<file path="src/rtl/spike_trace_pkg.sv">
package spike_trace_pkg;
  localparam int LFSR_W = 16;

  typedef struct packed {
    logic stepEn;
    logic addImpulse;
    logic epochClr;
    logic cfgEn;
    logic seedEn;
  } trace_strobes_t;
endpackage

</file>
<file path="src/rtl/trace_ctrl.sv">
module trace_ctrl
  import spike_trace_pkg::*;
(
  input  logic           stepValid,
  input  logic           stepSpike,
  input  logic           epochClr,
  input  logic           cfgWe,
  input  logic           seedWe,
  output trace_strobes_t strobes
);
  always_comb begin
    strobes.stepEn     = stepValid;
    strobes.addImpulse = stepValid & stepSpike;
    strobes.epochClr   = epochClr;
    strobes.cfgEn      = cfgWe;
    strobes.seedEn     = seedWe;
  end
endmodule

</file>
<file path="src/rtl/trace_lfsr.sv">
module trace_lfsr
  import spike_trace_pkg::*;
#(
  parameter logic [LFSR_W-1:0] RESET_SEED = 16'hACE1
) (
  input  logic              clk,
  input  logic              rstN,
  input  logic              advance,
  input  logic              load,
  input  logic [LFSR_W-1:0] seed,
  output logic [LFSR_W-1:0] state
);
  logic feedback;
  assign feedback = state[15] ^ state[14] ^ state[12] ^ state[3];

  always_ff @(posedge clk or negedge rstN) begin
    if (!rstN)        state <= RESET_SEED;
    else if (load)    state <= (seed == '0) ? LFSR_W'(1) : seed;
    else if (advance) state <= {state[LFSR_W-2:0], feedback};
  end
endmodule

</file>
<file path="src/rtl/trace_dp.sv">
module trace_dp
  import spike_trace_pkg::*;
#(
  parameter int NUM_SRC = 8,
  parameter int TRACE_W = 7,
  parameter int ALPHA_W = 8,
  parameter int CNT_W   = 5,
  localparam int IDX_W  = $clog2(NUM_SRC)
) (
  input  logic               clk,
  input  logic               rstN,
  input  trace_strobes_t     strobes,
  input  logic [IDX_W-1:0]   stepIdx,
  input  logic [IDX_W-1:0]   cfgIdx,
  input  logic [ALPHA_W-1:0] cfgAlpha,
  input  logic [TRACE_W-1:0] cfgDelta,
  input  logic [ALPHA_W-1:0] rnd,
  input  logic [IDX_W-1:0]   rdIdx,
  output logic [TRACE_W-1:0] rdTrace,
  output logic [CNT_W-1:0]   rdCount
);
  localparam int PROD_W = ALPHA_W + TRACE_W;
  localparam logic [TRACE_W-1:0] TRACE_MAX = {TRACE_W{1'b1}};
  localparam logic [CNT_W-1:0]   CNT_MAX   = {CNT_W{1'b1}};

  logic [TRACE_W-1:0] traceArr [NUM_SRC];
  logic [CNT_W-1:0]   cntArr   [NUM_SRC];
  logic [ALPHA_W-1:0] alphaArr [NUM_SRC];
  logic [TRACE_W-1:0] deltaArr [NUM_SRC];

  // shared update arithmetic for the selected entry
  logic [PROD_W-1:0]  prod;
  logic [TRACE_W-1:0] decayed;
  logic [TRACE_W:0]   sum;
  logic [TRACE_W-1:0] nextTrace;
  logic               roundUp;

  always_comb begin
    prod      = PROD_W'(alphaArr[stepIdx]) * PROD_W'(traceArr[stepIdx]);
    roundUp   = prod[ALPHA_W-1:0] > rnd;
    decayed   = prod[PROD_W-1:ALPHA_W] + TRACE_W'(roundUp);
    sum       = {1'b0, decayed} +
                {1'b0, (strobes.addImpulse ? deltaArr[stepIdx] : '0)};
    nextTrace = sum[TRACE_W] ? TRACE_MAX : sum[TRACE_W-1:0];
  end

  for (genvar g = 0; g < NUM_SRC; g++) begin : g_entry
    logic [TRACE_W-1:0] trQ;
    logic [CNT_W-1:0]   cntQ;
    logic [ALPHA_W-1:0] alphaQ;
    logic [TRACE_W-1:0] deltaQ;
    logic               stepHit;

    assign stepHit = strobes.stepEn && (stepIdx == IDX_W'(g));

    always_ff @(posedge clk or negedge rstN) begin
      if (!rstN) begin
        trQ    <= '0;
        cntQ   <= '0;
        alphaQ <= '0;
        deltaQ <= '0;
      end else begin
        if (strobes.cfgEn && (cfgIdx == IDX_W'(g))) begin
          alphaQ <= cfgAlpha;
          deltaQ <= cfgDelta;
        end
        if (stepHit) trQ <= nextTrace;
        if (strobes.epochClr)
          cntQ <= (stepHit && strobes.addImpulse) ? CNT_W'(1) : '0;
        else if (stepHit && strobes.addImpulse && (cntQ != CNT_MAX))
          cntQ <= cntQ + CNT_W'(1);
      end
    end

    assign traceArr[g] = trQ;
    assign cntArr[g]   = cntQ;
    assign alphaArr[g] = alphaQ;
    assign deltaArr[g] = deltaQ;
  end

  assign rdTrace = traceArr[rdIdx];
  assign rdCount = cntArr[rdIdx];
endmodule

</file>
<file path="src/rtl/spike_trace_bank.sv">
module spike_trace_bank
  import spike_trace_pkg::*;
#(
  parameter int NUM_SRC = 8,
  parameter int TRACE_W = 7,
  parameter int ALPHA_W = 8,
  parameter int CNT_W   = 5,
  parameter logic [LFSR_W-1:0] RESET_SEED = 16'hACE1,
  localparam int IDX_W  = $clog2(NUM_SRC)
) (
  input  logic               clk,
  input  logic               rstN,
  input  logic               stepValid,
  input  logic [IDX_W-1:0]   stepIdx,
  input  logic               stepSpike,
  input  logic               epochClr,
  input  logic               cfgWe,
  input  logic [IDX_W-1:0]   cfgIdx,
  input  logic [ALPHA_W-1:0] cfgAlpha,
  input  logic [TRACE_W-1:0] cfgDelta,
  input  logic               seedWe,
  input  logic [LFSR_W-1:0]  seed,
  input  logic [IDX_W-1:0]   rdIdx,
  output logic [TRACE_W-1:0] rdTrace,
  output logic [CNT_W-1:0]   rdCount
);
  trace_strobes_t    strobes;
  logic [LFSR_W-1:0] lfsrState;

  trace_ctrl u_ctrl (
    .stepValid (stepValid),
    .stepSpike (stepSpike),
    .epochClr  (epochClr),
    .cfgWe     (cfgWe),
    .seedWe    (seedWe),
    .strobes   (strobes)
  );

  trace_lfsr #(.RESET_SEED(RESET_SEED)) u_lfsr (
    .clk     (clk),
    .rstN    (rstN),
    .advance (strobes.stepEn),
    .load    (strobes.seedEn),
    .seed    (seed),
    .state   (lfsrState)
  );

  trace_dp #(
    .NUM_SRC (NUM_SRC),
    .TRACE_W (TRACE_W),
    .ALPHA_W (ALPHA_W),
    .CNT_W   (CNT_W)
  ) u_dp (
    .clk      (clk),
    .rstN     (rstN),
    .strobes  (strobes),
    .stepIdx  (stepIdx),
    .cfgIdx   (cfgIdx),
    .cfgAlpha (cfgAlpha),
    .cfgDelta (cfgDelta),
    .rnd      (lfsrState[ALPHA_W-1:0]),
    .rdIdx    (rdIdx),
    .rdTrace  (rdTrace),
    .rdCount  (rdCount)
  );
endmodule

</file>
<file path="config.mk">
export PLATFORM = sky130hd
export DESIGN_NAME = spike_trace_bank
export DESIGN_NICKNAME = d
export VERILOG_FILES = /design/src/rtl/spike_trace_pkg.sv /design/src/rtl/trace_ctrl.sv /design/src/rtl/trace_lfsr.sv /design/src/rtl/trace_dp.sv /design/src/rtl/spike_trace_bank.sv
export SDC_FILE = /design/constraint.sdc
export NUM_CORES = 1
export LEC_CHECK = 0
export CAP_MARGIN = 20
export CORE_MARGIN = 2
export CORE_UTILIZATION = 57
export CTS_BUF_LIST = sky130_fd_sc_hd__clkbuf_2
export CTS_CLUSTER_DIAMETER = 100
export DETAILED_ROUTE_END_ITERATION = 6
export DONT_BUFFER_PORTS = 1
export PLACE_DENSITY_LB_ADDON = 0.3
export SYNTH_ARGS = -nofsm -noshare
export SYNTH_HDL_FRONTEND = slang
export SYNTH_HIERARCHICAL = 1
export SYNTH_SLANG_ARGS = --single-unit
</file>
<file path="constraint.sdc">
create_clock -name clk -period 21.3 [get_ports clk]
set_clock_uncertainty 0.2 [all_clocks]
set_input_delay 4.26 -clock clk [delete_from_list [all_inputs] [get_ports clk]]
set_output_delay 4.26 -clock clk [all_outputs]
set_load 0.005 [all_outputs]
</file>
==> results of run 1 <==
worst max-delay path: cells and delay by family:
family / cells / cell delay [ns]
compound gates: 10 / 2.24
xor+xnor: 2 / 0.23
fa+ha+maj: 8 / 3.21
buf+inv: 2 / 0.11
mux: 2 / 1.22
simple gates: 5 / 1.00
cell families (layout without fill, tap and decap cells):
group	count (synthesis)	count (layout)	share of synthesized area [%]
XOR/XNOR	37	37	2.35
AO/OA/AOI/OAI	150	150	6.65
buffers and inverters	116	172	3.49
flip-flops	232	232	42.1
multiplexers	248	248	25.3
adder cells (fa/ha/maj)	96	96	10.3
other	0	5	0
AND/OR/NAND/NOR	291	291	9.77
synth_stat cells, types with 3 or more instances:
cell type	number
a21o_1	8
a21oi_1	48
a31oi_1	4
and2_1	3
and3_1	11
buf_1	6
buf_2	10
buf_4	4
clkbuf_1	37
dfrtp_1	224
dfstp_2	8
fa_1	30
ha_1	66
inv_1	57
mux2_2	134
mux2i_1	46
mux4_2	68
nand2_1	81
nand2b_1	6
nand3_1	6
nand4_1	11
nand4b_1	7
nor2_1	120
nor2b_1	8
nor3_1	7
nor4_1	3
o21a_1	4
o21ai_0	55
o32ai_1	9
or2_2	16
xnor2_1	14
xor2_1	23
final timing paths:
kind,from,to,cells after the start,slack [ns]
worst max register to register,u_dp/g_entry[7].trQ[6]$_DFFE_PN0P_,u_dp/g_entry[3].trQ[5]$_DFFE_PN0P_,29,12.50
worst max-delay path,stepIdx[0],u_dp/g_entry[3].trQ[5]$_DFFE_PN0P_,29,9.44
max in group asynchronous,rstN,u_dp/g_entry[0].alphaQ[0]$_DFFE_PN0P_,0,17.59
worst min-delay path,u_dp/g_entry[3].trQ[3]$_DFFE_PN0P_,u_dp/g_entry[3].trQ[3]$_DFFE_PN0P_,2,0.30
min in group asynchronous,rstN,u_lfsr/state[14]$_DFFE_PN0P_,0,2.93
worst min register to register,u_dp/g_entry[3].trQ[3]$_DFFE_PN0P_,u_dp/g_entry[3].trQ[3]$_DFFE_PN0P_,2,0.30
flip-flops by register name (all words and copies together) (netlist names):
register / cells
u_dp/g_entry.alphaQ: 64
u_dp/g_entry.cntQ: 40
u_dp/g_entry.deltaQ: 56
u_dp/g_entry.trQ: 56
u_lfsr/state: 16
layer usage:
layer | vias to the layer above | global-route usage (%)
li1 | 4247 | -
met1 | 4715 | 31.4
met2 | 269 | 40.7
met3 | 58 | 4.94
met4 | 0 | 7.69
met5 | - | 0
area by class of cell:
type,count,area (sq um)
inverter,57,214
clock inverter,18,103
clock buffer,84,420
fill,1921,9010
multi-input combinational,822,7540
tap,319,399
antenna,5,12.5
sequential,232,5820
timing repair buffer,13,97.6
metrics by stage:
| step | std cells | util, % | hold slack [ns] | area (sq um) |
|---|---|---|---|---|
| 2_1_floorplan | 1170 | - | 0.261 | 13800 |
| 3_3_place_gp | 1443 | 59.6 | 0.273 | 14100 |
| 3_5_place_dp | 1443 | 59.6 | 0.288 | 14100 |
| 4_1_cts | 1545 | 61.8 | 0.307 | 14600 |
| 5_1_grt | 1550 | 61.9 | 0.319 | 14600 |
| 6_report | 1550 | 61.9 | 0.301 | 14600 |
==> results.cfg, run 1 <==
[run_status]
outcome = completed

[timing]
setup-tns-final_ns = 0
tightestPinTransition_ns = 0.946
max_freq_mhz = 84.3
finalMaxSlewViolations = 0
slew_headroom_pct = 35.1
finalWorstSetupSlack_ns = 9.44
setup_violations = 0
fin_crit_ns = 11.86
hold_violations = 0
rsz0062_at_grt = no
fin_crit_sh_pct = 55.7

[yosys]
syn_avg_cell_area_sq_um = 11.8
synth_top_cell_by_area = dfrtp_1
synthTopCellsByArea = dfrtp_1, mux4_2, mux2_2
netlist_area_sq_um = 13800
synth_top_area_share_pct = 40.6
ys_warn_count = 6
synth_edf_count = 0
async_flop_share_pct = 100
synth_seq_cells = 232
synth_cell_types = 61
syn_nets = 1313
synth_ff_type = dfrtp_1
postSynthCellCount = 1170
ys_seq_area_share_pct = 42.1

[clock_network]
cts_resized = 0
clk_latency_ns = 0.87
cts.sinks = 232
clockBufferDepth = 3
post_cts_buffers = 0
clockRootBuffer = clkbuf_2
cts_buffers = 58
h-tree-depth = 2
path_clk_slew_ns = 0.08
hold_buffers = 0
cts_tree = built

[cells_and_area]
area_growth_pct = 5.71
layout_commonest_cell = dfrtp_1
layout_common_cells = dfrtp_1, mux2_2, nor2_1, clkbuf_2, nand2_1
nNetsFinal = 1327
drive_gt1_share_pct = 28.0

[run]
drv_cap = 0

[global_routing]
antenna_found_initial = 1
grt_overflow = 0
grt_pass1_wl_um = 49300
grt_pass1_vias = 9635
grt_util_all_layers_pct = 24.1
grt_max_degree = 233

[drt]
met3WireLength_um = 1660
drt-total-wl_um = 29900
dr_total_vias = 9289
met2_wirelength_um = 15000
detail-route-antenna-nets = 0
avgRoutedWirePerCell_um = 19.3
vias_per_cell = 5.99
drtIter0Drc = 601
drt_first_pass_iters = 5
wl_met1_um = 12600
drc = 0
highest_layer = met4

[worst_setup_path]
crit_fanout = 52
worst_ep_required_time_ns = 21.76
cp_slowest_stage_delay_ns = 0.73
critPathSlowestCell = mux2i_1
startpoint_type = primary input
end_kind = flip-flop
cp.arrival_ns = 12.31
critical_path_class = primary input to flip-flop

[floorplan]
die_x_um = 160
design.core.area_sq_um = 23600
die-area_sq_um = 25500
io_pins = 59
num_rows = 56
initial_core_util_pct = 58.5
die_h_um = 160

[placement]
hpwl_um = 19800
io_buffers = 0
place.gp.congestion = 0.887
pre_cts_slack_ns = 8.75

[worst_hold_path]
hold_path.class = flip-flop to flip-flop
Power of run 1 is left out: the tool's default activity adds up to more than one toggle a clock period on the data nets, which glitch-free logic cannot reach.
==> inputs of run 2 (changes only) <==
==> constraint.sdc (replaced) <==
create_clock -name clk -period 10.18 [get_ports clk]
set_clock_uncertainty 0.2 [all_clocks]
set_input_delay 2.036 -clock clk [delete_from_list [all_inputs] [get_ports clk]]
set_output_delay 2.036 -clock clk [all_outputs]
set_load 0.005 [all_outputs]
==> run 2 against run 1 <==
Net effect: register-to-register slack worse by 11 ns; worst hold slack better by 0.0024 ns; clock-buffer cell count up 7; critical endpoint is now u_dp/g_entry[6].trQ[1]$_DFFE_PN0P_; largest cell class unchanged.
==> results.cfg, run 2 (synthesized netlist as in run 1, its figures left out) <==
[cells_and_area]
largest-register = u_dp/g_entry.alphaQ
nNetsFinal = 1340
largest_reg_flops = 64
layout_commonest_cell = dfrtp_1
drive_gt1_share_pct = 29.0
largest_registers = u_dp/g_entry.alphaQ: 64 flops, u_dp/g_entry.deltaQ: 56 flops, u_dp/g_entry.trQ: 56 flops
layout_common_cells = dfrtp_1, mux2_2, nor2_1, clkbuf_2, nand2_1
area_growth_pct = 6.57

[timing]
setup_violations = 0
max_freq_mhz = 109
setup-tns-final_ns = 0
fin_crit_sh_pct = 90.1
fin_crit_ns = 9.17
rsz0062_at_grt = no
finalMaxSlewViolations = 0
tightestPinTransition_ns = 1.14
slew_headroom_pct = 23.8
hold_violations = 0

[worst_hold_path]
hold_path.class = flip-flop to flip-flop
worstHoldPathCells = 2

[drt]
vias_per_cell = 5.99
drtIter0Drc = 652
detail-route-antenna-nets = 0
avgRoutedWirePerCell_um = 19.3
drt_first_pass_iters = 7
drc = 0
dr_total_vias = 9310
drt-total-wl_um = 29900

[worst_setup_path]
worstRegToRegCells = 29
end_kind = flip-flop
cp.arrival_ns = 9.63
crit_fanout = 52
worst_ep_required_time_ns = 10.64
critPathSlowestCell = fa_1
r2r_setup_slack_ns = 1.84
cp_slowest_stage_delay_ns = 0.56
startpoint_type = primary input
critical_path_class = primary input to flip-flop

[global_routing]
antenna_found_initial = 1
grt_max_degree = 233
grt_util_all_layers_pct = 23.9
grt_overflow = 0
grt_pass1_wl_um = 49300
grt_pass1_vias = 9728

[floorplan]
design.core.area_sq_um = 23600
num_rows = 56
die_x_um = 160
die_h_um = 160
die-area_sq_um = 25500
initial_core_util_pct = 58.5
io_pins = 59

[run_status]
outcome = completed

[clock_network]
path_clk_slew_ns = 0.09
clk_latency_ns = 0.86
hold_buffers = 0
cts.sinks = 232
cts_tree = built
clockBufferDepth = 3
cts_resized = 0
cts_buffers = 60
post_cts_buffers = 0
h-tree-depth = 2
clockRootBuffer = clkbuf_2

[placement]
place.gp.congestion = 0.847
io_buffers = 0
hpwl_um = 19800

[run]
drv_cap = 0
[run 2: cell types whose count changed in the layout (fill, tap and decap cells not counted), moves of 3 or more]
cell / delta
buf_4: +8
buf_8: +3
clkbuf_2: +7
clkinv_1: -6
clkinv_2: -3
diode_2: -4
[run 2: worst paths after layout]
| check | start | to |
|---|---|---|
| max in group asynchronous | rstN | u_dp/g_entry[4].alphaQ[2]$_DFFE_PN0P_ |
| worst min-delay path | u_dp/g_entry[7].trQ[2]$_DFFE_PN0P_ | u_dp/g_entry[7].trQ[2]$_DFFE_PN0P_ |
| worst max register to register | u_dp/g_entry[3].alphaQ[1]$_DFFE_PN0P_ | u_dp/g_entry[6].trQ[1]$_DFFE_PN0P_ |
| min in group asynchronous | rstN | u_lfsr/state[14]$_DFFE_PN0P_ |
| worst max-delay path | stepIdx[0] | u_dp/g_entry[6].trQ[1]$_DFFE_PN0P_ |
| worst min register to register | u_dp/g_entry[7].trQ[2]$_DFFE_PN0P_ | u_dp/g_entry[7].trQ[2]$_DFFE_PN0P_ |
[run 2: layer usage]
layer	routed length (um)	vias to the layer above	track usage (%)
met5	0	-	0
li1	-	4273	-
met4	666	0	7.36
met2	15000	239	40.8
met3	1580	57	4.86
met1	12700	4741	31.1
[run 2: layout make-up]
class / count / area (sq um)
multi-input cells: 822 / 7540
clock buffers: 91 / 455
diodes: 1 / 2.50
flip-flops and latches: 232 / 5820
fillers: 1887 / 8890
repair buffers: 24 / 203
clock inverters: 9 / 91.3
inverters: 57 / 214
well taps: 319 / 399
[run 2: through the flow]
| step | util, % | setup WS [ns] | hold slack [ns] | std cells | area, sq um |
|---|---|---|---|---|---|
| floorplan | - | 0.428 | 0.261 | 1170 | 13800 |
| global placement | 59.8 | 0.505 | 0.274 | 1451 | 14100 |
| detailed placement | 60.0 | 0.256 | 0.287 | 1454 | 14200 |
| CTS | 62.4 | 1.15 | 0.307 | 1554 | 14700 |
| global route | 62.4 | 0.594 | 0.324 | 1555 | 14700 |
| finish | 62.4 | 1.01 | 0.303 | 1555 | 14700 |
[run 2: worst max-delay path, delay by kind of cell]
family / cells / cell delay (ns)
adders and majority gates: 8 / 3.25
AOI/OAI and AO/OA: 10 / 2.20
and+or+nand+nor: 5 / 1.02
muxes: 2 / 0.74
xor gates and xnor gates: 2 / 0.22
buffers and inverters: 2 / 0.13
Power of run 2 is left out for the same reason.
